`src/rtl/fpu_pkg.sv`:
```
package fpu_pkg;
  localparam int CLS_W = 3;
  localparam int SUB_W = 5;
  localparam logic [CLS_W-1:0] CLS_SYSTEM = 3'b000;
  localparam logic [CLS_W-1:0] CLS_FLOW   = 3'b110;

  typedef enum logic [2:0] {
    ACT_STEP,
    ACT_JUMP,
    ACT_COND,
    ACT_CALL,
    ACT_HALT
  } act_t;
endpackage

```
`src/rtl/fpu_op_decode.sv`:
```
module fpu_op_decode
  import fpu_pkg::*;
#(
  parameter int NUM_COND = 9,
  parameter int CSEL_W   = $clog2(NUM_COND)
) (
  input  logic [CLS_W+SUB_W-1:0] opcode,
  output act_t                   act,
  output logic [CSEL_W-1:0]      cond_sel
);
  localparam logic [SUB_W-1:0] SUB_NOP   = SUB_W'(0);
  localparam logic [SUB_W-1:0] SUB_HALT  = SUB_W'(1);
  localparam logic [SUB_W-1:0] SUB_JUMP  = SUB_W'(0);
  localparam logic [SUB_W-1:0] LAST_COND = SUB_W'(NUM_COND);
  localparam logic [SUB_W-1:0] SUB_CALL  = SUB_W'(NUM_COND + 1);

  logic [CLS_W-1:0] cls;
  logic [SUB_W-1:0] sub;

  assign cls      = opcode[CLS_W+SUB_W-1:SUB_W];
  assign sub      = opcode[SUB_W-1:0];
  assign cond_sel = CSEL_W'(sub - SUB_W'(1));

  always_comb begin
    act = ACT_STEP;
    if (cls == CLS_SYSTEM) begin
      if (sub == SUB_HALT) act = ACT_HALT;
      else if (sub == SUB_NOP) act = ACT_STEP;
    end else if (cls == CLS_FLOW) begin
      if (sub == SUB_JUMP) act = ACT_JUMP;
      else if (sub <= LAST_COND) act = ACT_COND;
      else if (sub == SUB_CALL) act = ACT_CALL;
    end
  end
endmodule

```
`src/rtl/fpu_cond_select.sv`:
```
module fpu_cond_select #(
  parameter int NUM_COND = 9,
  parameter int CSEL_W   = $clog2(NUM_COND)
) (
  input  logic [NUM_COND-1:0] flags,
  input  logic [CSEL_W-1:0]   cond_sel,
  output logic                hit
);
  logic [NUM_COND-1:0] match;

  for (genvar i = 0; i < NUM_COND; i++) begin : g_match
    assign match[i] = (cond_sel == CSEL_W'(i)) & flags[i];
  end

  assign hit = |match;
endmodule

```
`src/rtl/fpu_next_addr.sv`:
```
module fpu_next_addr #(
  parameter int ADDR_W = 32,
  parameter int OFF_W  = 24,
  parameter int STEP   = 4
) (
  input  logic [ADDR_W-1:0] pc,
  input  logic [OFF_W-1:0]  offset,
  output logic [ADDR_W-1:0] seq_addr,
  output logic [ADDR_W-1:0] tgt_addr
);
  localparam int EXT_W = ADDR_W - OFF_W;
  localparam logic [ADDR_W-1:0] STEP_V = ADDR_W'(STEP);

  logic [ADDR_W-1:0] off_ext;

  assign off_ext  = {{EXT_W{offset[OFF_W-1]}}, offset};
  assign seq_addr = pc + STEP_V;
  assign tgt_addr = pc + off_ext;
endmodule

```
`src/rtl/flow_pc_unit.sv`:
```
module flow_pc_unit
  import fpu_pkg::*;
#(
  parameter int ADDR_W   = 32,
  parameter int OFF_W    = 24,
  parameter int NUM_COND = 9,
  parameter int STEP     = 4
) (
  input  logic                   clk,
  input  logic                   rst,
  input  logic [CLS_W+SUB_W-1:0] opcode,
  input  logic [OFF_W-1:0]       offset,
  input  logic [NUM_COND-1:0]    flags,
  output logic [ADDR_W-1:0]      pc_q,
  output logic                   halted,
  output logic                   ret_push,
  output logic [ADDR_W-1:0]      ret_addr
);
  localparam int CSEL_W = $clog2(NUM_COND);
  localparam logic [ADDR_W-1:0] STEP_V = ADDR_W'(STEP);

  act_t              act;
  logic [CSEL_W-1:0] cond_sel;
  logic              hit;
  logic [ADDR_W-1:0] seq_addr;
  logic [ADDR_W-1:0] tgt_addr;
  logic [ADDR_W-1:0] pc_d;
  logic              halt_d;
  logic              push_d;

  fpu_op_decode #(.NUM_COND(NUM_COND), .CSEL_W(CSEL_W)) dec_i (
    .opcode(opcode), .act(act), .cond_sel(cond_sel)
  );

  fpu_cond_select #(.NUM_COND(NUM_COND), .CSEL_W(CSEL_W)) cond_i (
    .flags(flags), .cond_sel(cond_sel), .hit(hit)
  );

  fpu_next_addr #(.ADDR_W(ADDR_W), .OFF_W(OFF_W), .STEP(STEP)) addr_i (
    .pc(pc_q), .offset(offset), .seq_addr(seq_addr), .tgt_addr(tgt_addr)
  );

  always_comb begin
    pc_d   = seq_addr;
    halt_d = 1'b0;
    push_d = 1'b0;
    case (act)
      ACT_JUMP: pc_d = tgt_addr;
      ACT_COND: if (hit) pc_d = tgt_addr;
      ACT_CALL: begin
        pc_d   = tgt_addr;
        push_d = 1'b1;
      end
      ACT_HALT: begin
        pc_d   = pc_q;
        halt_d = 1'b1;
      end
      default: pc_d = seq_addr;
    endcase
  end

  always_ff @(posedge clk) begin
    if (rst) begin
      pc_q     <= '0;
      halted   <= 1'b0;
      ret_push <= 1'b0;
      ret_addr <= '0;
    end else if (halted) begin
      ret_push <= 1'b0;
    end else begin
      pc_q     <= pc_d;
      halted   <= halt_d;
      ret_push <= push_d;
      if (push_d) ret_addr <= seq_addr;
    end
  end


  reset_clear_chk: assert property (@(posedge clk) disable iff (rst)
    $past(rst) |-> (pc_q == '0) && !halted && !ret_push);


  halt_hold_chk: assert property (@(posedge clk) disable iff (rst)
    halted |=> halted && $stable(pc_q) && !ret_push);


  halt_entry_chk: assert property (@(posedge clk) disable iff (rst)
    $rose(halted) |-> $stable(pc_q));


  push_addr_chk: assert property (@(posedge clk) disable iff (rst)
    ret_push |-> ret_addr == $past(pc_q) + STEP_V);


  cond_fall_chk: assert property (@(posedge clk) disable iff (rst)
    (act == ACT_COND && !hit && !halted) |=> pc_q == $past(pc_q) + STEP_V);
endmodule

```
`config.mk`:
```
export PLATFORM = sky130hd
export DESIGN_NAME = flow_pc_unit
export DESIGN_NICKNAME = d
export VERILOG_FILES = /design/src/rtl/fpu_pkg.sv /design/src/rtl/fpu_op_decode.sv /design/src/rtl/fpu_cond_select.sv /design/src/rtl/fpu_next_addr.sv /design/src/rtl/flow_pc_unit.sv
export SDC_FILE = /design/constraint.sdc
export NUM_CORES = 1
export LEC_CHECK = 0
export ABC_AREA = 1
export BUFFER_PORTS_ARGS = -buffer_cell sky130_fd_sc_hd__buf_2
export CAP_MARGIN = 10
export CELL_PAD_IN_SITES_DETAIL_PLACEMENT = 1
export CELL_PAD_IN_SITES_GLOBAL_PLACEMENT = 1
export CORE_MARGIN = 1
export CORE_UTILIZATION = 30
export DETAILED_ROUTE_END_ITERATION = 7
export PLACE_DENSITY = 0.67
export SLEW_MARGIN = 10
export SYNTH_ARGS = -nofsm -noshare
export SYNTH_HDL_FRONTEND = slang
export SYNTH_SLANG_ARGS = --single-unit
export TNS_END_PERCENT = 30
```
`constraint.sdc`:
```
create_clock -name clk -period 2.45 [get_ports clk]
set_input_delay 0.1225 -clock clk [delete_from_list [all_inputs] [get_ports clk]]
set_output_delay 0.1225 -clock clk [all_outputs]
set_load 0.01 [all_outputs]
```
* Yosys cells after proc, flatten, opt, wreduce, memory -nomap -nowiden
Index checks and enable logic that the tools add are counted.
Storage, ports and cells: bits of input ports 43, output and inout bits 66, bits in registers 66, logic and storage cells 53
Operators by class: bitwise operators 11, equality and inequality tests 15, reduce and logical (&&, ||, !) cells 8, $add $sub $neg 3, muxes and demuxes 11, magnitude comparators 1
Operators with widths (number):
- one-hot mux 32 bit (3 select lines) | 1
- adder 32 x 3 -> 32 bit (second input constant) | 1
- adder 32 bit | 1
- 2-to-1 mux 32 bit | 1
- == test 4 x 3 -> 1 bit (second input constant) | 4
- 2-to-1 mux 3 bit | 5
- AND 1 bit | 9
- OR reduction 9 bit | 1
- == test 4 x 2 -> 1 bit (second input constant) | 2
- == test 3 x 2 -> 1 bit (second input constant) | 2
- == test 3 bit (second input constant) | 2
- == test 5 x 1 -> 1 bit (second input constant) | 1
- == test 5 x 4 -> 1 bit (second input constant) | 1
- less-or-equal comparator 5 x 4 -> 1 bit (second input constant) | 1
- zero test 5 bit | 1
- == test 4 x 1 -> 1 bit (second input constant) | 1
- == test 4 bit (second input constant) | 1
- zero test 4 bit | 1
- AND reduction 2 bit | 2
- OR reduction 2 bit | 2
- subtractor 4 x 1 -> 4 bit (second input constant) | 1
- == test 3 x 1 -> 1 bit (second input constant) | 1
- zero test 3 bit | 1
- 2-to-1 mux 1 bit | 3
- 2 further kinds | 3

* Depth between registers and ports, before layout
Gate-level depths: netlist of run 1.
word-level depth 9, depth in mapped cells 14

* Modules after synthesis
A second synthesis of run 1 with hierarchy kept.
Unflattened totals: cell total of the unflattened synthesis 1318, area total of the unflattened synthesis 7100.6 µm²
Modules (own cells, without submodules):
- flow_pc_unit | seq. area each 1321.3 µm², cells an instance 643, times used 1, area an instance 3766.1 µm²
- fpu_next_addr | seq. area each 0.0 µm², cells an instance 623, times used 1, area an instance 3062.9 µm²
- fpu_op_decode | seq. area each 0.0 µm², cells an instance 30, times used 1, area an instance 175.2 µm²
- fpu_cond_select | seq. area each 0.0 µm², cells an instance 22, times used 1, area an instance 96.3 µm²

* Worst setup path before layout of run 1
OpenSTA, ideal clock, no wires.
path kind register to register, from register pc_q[0], to register pc_q[28], required time 2.331 ns, buffers on the path 0, setup slack 0.566 ns, data arrival time 1.764 ns, cell stages (with the launch flop) 15, setup time 0.119 ns, cell sequence dfxtp_1 > ha_1 > inv_1 > fa_1 > inv_1 > nand2_1 > nand2_1 > and2_1 > nand2_1 > nand3_1 > nand2_1 > nand2_1 > nand2_1 > nand3_1 > a21oi_1
On the way: word-level cells in the longest chain between the ends 3
RTL lines:
- start: declaration | line flow_pc_unit.sv:14 | output logic [ADDR_W-1:0] pc_q,
- start signal: assignment | line flow_pc_unit.sv:71 | pc_q <= pc_d;
- adder 32 x 3 -> 32 bit or adder 32 bit (tied branches) | line fpu_next_addr.sv:17, fpu_next_addr.sv:18
- 2-to-1 mux 32 bit | line flow_pc_unit.sv:49 | ACT_COND: if (hit) pc_d = tgt_addr;
- one-hot mux 32 bit (3 select lines) (*) | line flow_pc_unit.sv:47 | case (act)
Every way passes the cells marked *; elsewhere a longest branch is shown, timed or not. A chain may end at the register's enable or synchronous reset.

* Worst setup path after layout of run 1
from register pc_q[21], to register pc_q[25]
Same word-level chain as after synthesis.

==> metrics list, run 1 <==
* Via count: roughly 7.3k
* Area of the multi-input gates: 4030 um2
* Clock net sink count: 66
* Final worst-path cycle share: 89.8%
- Reg-to-reg setup timing slack: approximately 250 ps
- After synthesis, the largest family of logic cells by area is simple AND/OR/NAND/NOR gates.
- Chip Width: 146 um
- Maximum root-to-sink buffer count: 2
- Leakage power summed over all cells: 4.14 nW
* Min Tclk post-route: between 2000 and 2500 ps
- In this run the count of I/O pins placed on the die edge is 109.
- Counting tap cells, the placed design contains a total of 1491 instances.
- Die height: around 150 um
* # setup viols final: 0
- Max Clk Rate: 455 MHz
* Relative slew slack: 67.9%
- The number of antenna violations at the first check in global routing was 0.
- The count of buffers added on input and output ports is between 100 and 150.
- Outcome: finished, final reports clean
- The synthesized netlist devotes 11.7% of its cell area to compound gates.
- Once the floorplan was initialized, standard cells occupied 30.7% of the core.
- The first global-routing pass estimated 38800 um of wire.
- Routed len/inst: ~16 um
- The synthesized netlist occupies a cell area of 6240 um2.
- Wirelength, routed: 24400 um
- Cell mode on critical path: nand2_1
- The largest single stage delay on the critical path is about 430 ps.
- Worst IR Drop VDD: slightly above 0.3 mV
- Xor/xnor cell area share of the yosys netlist: 4.21%
- Of the post-synthesis cell area, the dominant cell type holds 23.3%.
* Number of CTS-inserted buffers: 9
- Storage cell area: 1320 um2
* Largest cells by area after synthesis: nand2_1, dfxtp_1, inv_1
- TritonCTS built the clock tree.
- Entering global routing, the biggest net connects 55 pins.
- The number of different library cells used by synthesis comes to 37.
- Global-route usage over all layers: 23.4%
- The floorplan has 52 rows.
- Length of the first detailed-routing pass in iterations: 5
- Final standard cell count with taps included and fillers excluded: about 1.5k
- Remaining number of nets flagged by the antenna check after routing: 0
- Summing the areas of all fa, ha and maj instances in the mapped netlist gives 6.74% of the synthesized area.
- Final hold violation count: 0
- Sum of negative setup slack: 0 ps
- Share of synthesized area occupied by flip-flops and latches: a little over a fifth
* Post-Route Utilization: 36.8%
* H-tree Lvls: 3
- The worst setup path is captured at a flip-flop.
* Yosys Warn Count: 0
- The region available for standard cell placement spans 20300 um2.
- Using the TritonRoute via totals, the vias-per-cell ratio works out to 4.81.
- Max Cap Violations: 0
- For this design the ratio of total power to cell area is between 300 and 400 nW/um2.
- Area growth from synthesis to layout: 19.8%
- Master of the slowest instance on the critical path: ha_1
- The min-delay analysis places its worst path in the category input pin to flip-flop.
- In this run the clock root is driven by a clkbuf_16.
* CP Data Required Time: 2720 ps
- Clock-pin slew was measured on the worst setup and hold paths at around 60 ps.
* Unrepaired setup endpoints after global routing: no
- Summing the areas of all and, or, nand and nor instances in the mapped netlist gives 41.9% of the synthesized area.
- Smallest hold slack: ~80 ps
- Fillers: 2850
- Proportion of synthesized area in mux cells: 0%
- Post-synthesis sequential element count: 66
* Startpoint type of the worst setup path: flip-flop
- Data on the critical path arrives at its endpoint at 2470 ps.
- NumNets Final: about 1.3k
- Post-placement cell area: 7200 um2
- For this run the aggregate overflow at the end of global routing stands at 0.
- The number of setup buffers added after CTS is 0.
* HPWL after DPL: 20600 um
- Worst Setup Path Type: flip-flop to flip-flop
- For the pin with the worst max-slew slack, the measured transition is 477 ps.
* Die outline area: 21400 um2
- Fin Clk Skew: 9.72 ps
* Critical path cell sequence: ha_1 > nand2_1 > inv_1 > nand2_1 > nor3_1 > and2_1 > nand2_1 > nand3b_1 > nand3_1 > a21oi_1
* Hold buffers post-CTS: 0
- The number of nets in the synthesized netlist is 1180.
* Highest fanout seen on the critical path: 7
* Drt drc: 0
- Number of antenna diodes: 0
- Ratio of cells with drive above 1 in the final layout: between 10 and 15%
- Number of instances in the synthesized netlist: 1104
- Clk_lat worst skew: around 350 ps
* Biggest area consumer among synthesized cells: nand2_1
- The via count of the first global-routing pass came to 7358.
* Synthesized area per cell: 5.65 um2
* Max-slew violation count: 0
- Finished layout cell area: roughly 7500 um2
- Placer congestion estimate: ~0.90
- The detailed router finished its first iteration with 309 violations.
## flip-flops by register name (all words and copies together) (netlist names)
| name | flops |
|---|---|
| halted | 1 |
| ret_addr | 32 |
| ret_push | 1 |
| pc_q | 32 |
## cells in the mapped netlist, drive strengths merged
| library cell | number |
|---|---|
| fa | 1 |
| o21bai | 2 |
| o21ai | 65 |
| inv | 192 |
| nand3 | 77 |
| xor2 | 15 |
| a21o | 3 |
| or2 | 2 |
| nand2 | 391 |
| buf | 15 |
| nand4 | 16 |
| nor2 | 96 |
| ha | 32 |
| a21oi | 72 |
| nand3b | 10 |
| dfxtp | 66 |
| xnor2 | 15 |
| clkbuf | 9 |
| nor3 | 19 |
| o211ai | 1 |
| and2 | 4 |
| and3 | 1 |
## cells in the final DEF, fill, tap and decap left out, types with 2 or more instances in the layout
cell type and instances:
ha_1 31, o21ai_0 51, nor3_1 19, clkinv_2 5, xor2_1 15, buf_2 108
nand2_4 2, dfxtp_1 66, nand4_1 16, o21ai_1 14, a21o_1 3, buf_4 33
o21bai_1 2, nand2_1 387, nand3_1 69, xnor2_1 15, a21oi_1 72, clkbuf_16 9
inv_2 5, inv_1 186, and2_1 3, nand3_2 7, nand3b_1 10, nor2_1 93
nor2_2 3
## critical path, delay by kind of cell (launching register included)
family / cells / cell delay, ps
adders and majority gates: 1 / 430
and+or+nand+nor: 7 / 1040
AOI/OAI and AO/OA: 1 / 150
buffers and inverters: 1 / 80
DFF: 1 / 420
## final timing paths
| kind | depth (start not counted) | from | to |
|---|---|---|---|
| max reg2reg | 10 | pc_q[21]$_SDFFE_PP0P_ | pc_q[25]$_SDFFE_PP0P_ |
| min reg2reg | 2 | ret_addr[7]$_SDFFE_PP0P_ | ret_addr[7]$_SDFFE_PP0P_ |
| max | 10 | pc_q[21]$_SDFFE_PP0P_ | pc_q[25]$_SDFFE_PP0P_ |
| min | 2 | rst | pc_q[0]$_SDFFE_PP0P_ |
## logic make-up (layout without fill, tap and decap cells)
kind of cell    Yosys count  after routing
simple gates            616            616
buf+inv                 216            349
compound gates          143            143
flops                    66             66
fa+ha+maj                33             33
xor+xnor                 30             30
## metal layers
layer | vias to the layer above | wire length (um) | global-route usage, %
met5 | - | 0 | 0
met4 | 0 | 841 | 9.17
met3 | 41 | 967 | 3.31
met2 | 157 | 11700 | 41.0
met1 | 3345 | 10900 | 28.8
li1 | 3709 | - | -
## final cells by class
| cell class | count | area share [%] |
|---|---|---|
| Timing Repair Buffer | 141 | 10.5 |
| Multi-Input combinational cell | 822 | 53.9 |
| Clock inverter | 6 | 0.435 |
| Tap cell | 270 | 4.52 |
| Inverter | 192 | 9.70 |
| Sequential cell | 66 | 17.7 |
| Clock buffer | 10 | 3.20 |
## power by group
group	internal (W)	switching [W]
registers	0.00109	0.0000188
clock network	0.000702	0.000503
logic	0.000183	0.000341
total	0.00197	0.000862
## metrics by stage
step,worst slack [ps],power [W]
floorplan,566,0.00145
global placement,195,0.00165
detailed placement,171,0.00165
CTS,160,0.00286
global route,32.0,0.00297
finish,250,0.00284
## repair_timing
item                                   CTS  global route
gates resized for setup                  0             2
setup endpoints to repair                0             4
endpoints found under the hold margin    0             0
Power figures use the tool's default switching activity.
==> run 2: changes to the inputs <==
CORE_UTILIZATION = 39   (was 30)
PLACE_DENSITY = 0.83   (was 0.67)
==> run 2 against run 1 <==
  * Die area is 23% lower
  * Cell count decreased by 4.3%
  * Critical endpoint is now pc_q[15]$_SDFFE_PP0P_
  * Non-clock buffer count shrank 6
  * First-iteration DRC count is 45% higher
  * Sequential power about the same
  * Combinational power is 2% lower
  * Sequential share of layout area increased by 0.12 points
  * Highest routed layer unchanged
==> metrics list, run 2 (same netlist as run 1, synthesis figures left out) <==
- Outcome: finished, final reports clean
- Die height: 129 um (-12%)
* Area of the multi-input gates: 4030 um2 (about the same)
- Net Sw Power: 0.000865 W (+0.34%)
- # setup viols final: 0 (unchanged)
- The maximum fanout count along the critical path was 6 (-1).
* Max Clk Rate: 440 MHz (-3.2%)
- The clock group share of total power is 48.2% (+5.7 points).
- The worst hold path belongs to the class input pin to flip-flop.
- The critical path arrival was 2500 ps (+30 ps).
* CTS tree: built
* Power Internal: 0.00226 W (+15%)
- Via count: 7494 (+3.3%)
* CP Data Required Time: 2670 ps (-50 ps)
- The worst setup path is of the flip-flop to flip-flop kind.
* Number of antenna diodes: 0 (unchanged)
- Finished layout cell area: 7430 um2 (-0.67%)
* Total congestion overflow after global routing: 0 (unchanged)
* Post-placement cell area: 7080 um2 (-1.7%)
- The leakage power summed over all cells is 4.13 nW (about the same).
- The die width is 129 um (-12%).
* Final hold violation count: 0 (unchanged)
* Die outline area: 16500 um2 (-23%)
- The hold-fix buffer count after cts was 0 (unchanged).
- Vias in the first global route: 7579 (+3.0%)
* Std-Cell Rows: 45 (-13%)
- The number of inserted filler cells in the final layout came to 2304 (-19%).
- Global-route usage over all layers: 30.0% (+6.6 points)
* Wirelength, routed: 24000 um (-1.5%)
- The iteration-0 DRC count of the detailed router is 448 (+45%).
- The slowest stage of the critical path belongs to the cell dfxtp_1.
* Number of CTS-inserted buffers: 9 (unchanged)
- The portion of total power attributed to sequential cells is 35.4% (-3.6 points).
- Max-slew violation count: 0 (unchanged)
- The area growth from synthesis to layout is 19.0%.
- The detail-routed net length per standard cell is 16.7 um (+3.0%).
- Core footprint: 15400 um2 (-24%)
- Maximum root-to-sink buffer count: 2 (unchanged)
- Most common cell after layout, fill and taps aside: nand2_1
- Top-level I/O count: 109 (unchanged)
- H-tree Lvls: 3 (unchanged)
- Placer congestion estimate: 0.960 (+6.2%)
- The combinational share of power came to 16.4% (-2.1 points).
- The effective utilization at floorplan came to 40.5% (+9.7 points).
* Antenna violations before repair: 0 (unchanged)
- The layout cell share with drive strength beyond 1 came to 14.0% (-0.66 points).
- Final worst-path cycle share: 92.8% (+3.0 points)
- The transition at the pin with the smallest max-transition slack came to 516 ps (+38.9 ps).
- The cell that appears most often on the critical path is nand2_1.
- Storage cell area: 1320 um2 (unchanged)
- Length of the first detailed-routing pass in iterations: 5 (unchanged)
* Fin Clk Skew: 9.77 ps (+0.0520 ps)
* Sum of negative setup slack: 0 ps (unchanged)
* Remaining number of nets flagged by the antenna check after routing: 0 (unchanged)
- Leading cell types in the layout, fill and taps excluded: nand2_1, inv_1, buf_2, nor2_1, a21oi_1
- The number of remaining DRC errors is 0 (unchanged).
* Number of gates resized after CTS: 0 (unchanged)
- Drt via density: 5.20 (+8.0%)
* Relative slew slack: 65.6% (-2.4 points)
- Max Cap Violations: 0 (unchanged)
- STA classifies the critical path endpoint as a flip-flop.
- Clock transition at the registers of the reported paths: 60 ps (about the same)
* Worst IR Drop VDD: 0.473 mV (+56%)
* Min Tclk post-route: 2270 ps (+72.8 ps)
- HPWL after DPL: 19700 um (-4.4%)
* Number of buffers added for setup after CTS: 0 (unchanged)
- Walking the worst path, the cells encountered are inv_1 > nor3_1 > nand2_1 > nor2_1 > xor2_1 > nand2_1 > nand3_1 > nand2_1.
- The clock sink total came to 66 (unchanged).
- Clk_lat worst skew: 330 ps (-20 ps)
- The total power density per cell area is 421 nW/um2 (+11%).
* NumNets Final: 1302 (-0.46%)
* Share of total power consumed by net switching: 27.7% (-2.8 points)
- The largest registers in the layout are pc_q: 32 flops, ret_addr: 32 flops.
- Port-buffer cells: 108 (unchanged)
- The global-route wire length before repair was 38300 um (-1.4%).
- Startpoint type of the worst setup path: flip-flop
* Largest net degree at the start of global routing: 55 (unchanged)
* CP max stage delay: 450 ps (+20 ps)
- The tree is rooted in a clkbuf_16.
- Unrepaired setup endpoints after global routing: no
## run 2: worst paths after layout
path	slack [ps]	start	cells after the start	endpoint
max	180	pc_q[4]$_SDFFE_PP0P_	8	pc_q[15]$_SDFFE_PP0P_
max reg2reg	180	pc_q[4]$_SDFFE_PP0P_	8	pc_q[15]$_SDFFE_PP0P_
min	70	rst	2	pc_q[0]$_SDFFE_PP0P_
min reg2reg	460	ret_addr[7]$_SDFFE_PP0P_	2	ret_addr[7]$_SDFFE_PP0P_
## run 2: power groups by stage
stage / clock (W) / combinational (W) / sequential (W)
2_1_floorplan: 0 / 0.000315 / 0.00113
3_3_place_gp: 0 / 0.000492 / 0.00113
3_5_place_dp: 0 / 0.000505 / 0.00113
4_1_cts: 0.00151 / 0.000512 / 0.00111
5_1_grt: 0.00156 / 0.000571 / 0.00111
6_report: 0.00151 / 0.000513 / 0.00111
## run 2: stage by stage
| step | cells | total power [W] | setup slack (ps) | utilization (%) | hold slack, ps |
|---|---|---|---|---|---|
| floorplan | 1104 | 0.00145 | 566 | - | 192 |
| global placement | 1426 | 0.00162 | 290 | 45.9 | 402 |
| detailed placement | 1426 | 0.00164 | 261 | 45.9 | 412 |
| CTS | 1442 | 0.00313 | 199 | 48.2 | 63.4 |
| global route | 1442 | 0.00324 | 45.0 | 48.2 | 78.1 |
| finish | 1442 | 0.00313 | 177 | 48.2 | 71.2 |
## run 2: final cells by class
class / instances / area share [%]
clock buffers: 10 / 3.08
clock inverters: 6 / 1.55
inverters: 192 / 9.77
multi-input cells: 822 / 54.3
flip-flops and latches: 66 / 17.8
well taps: 211 / 3.55
repair buffers: 135 / 10.0
## run 2: metal layers
layer / share of wire, % / track usage [%] / vias to the layer above
met5: 0 / 0 / -
met2: 48 / 52.7 / 216
met3: 4.7 / 4.49 / 68
li1: - / - / 3698
met1: 43 / 35.7 / 3512
met4: 4.7 / 14.5 / 0
## run 2: worst max-delay path: cells and delay by family (launching register included)
kind / cells / cell delay (ps)
and+or+nand+nor: 6 / 1310
DFF: 1 / 450
xor gates and xnor gates: 1 / 290
buffers and inverters: 1 / 130
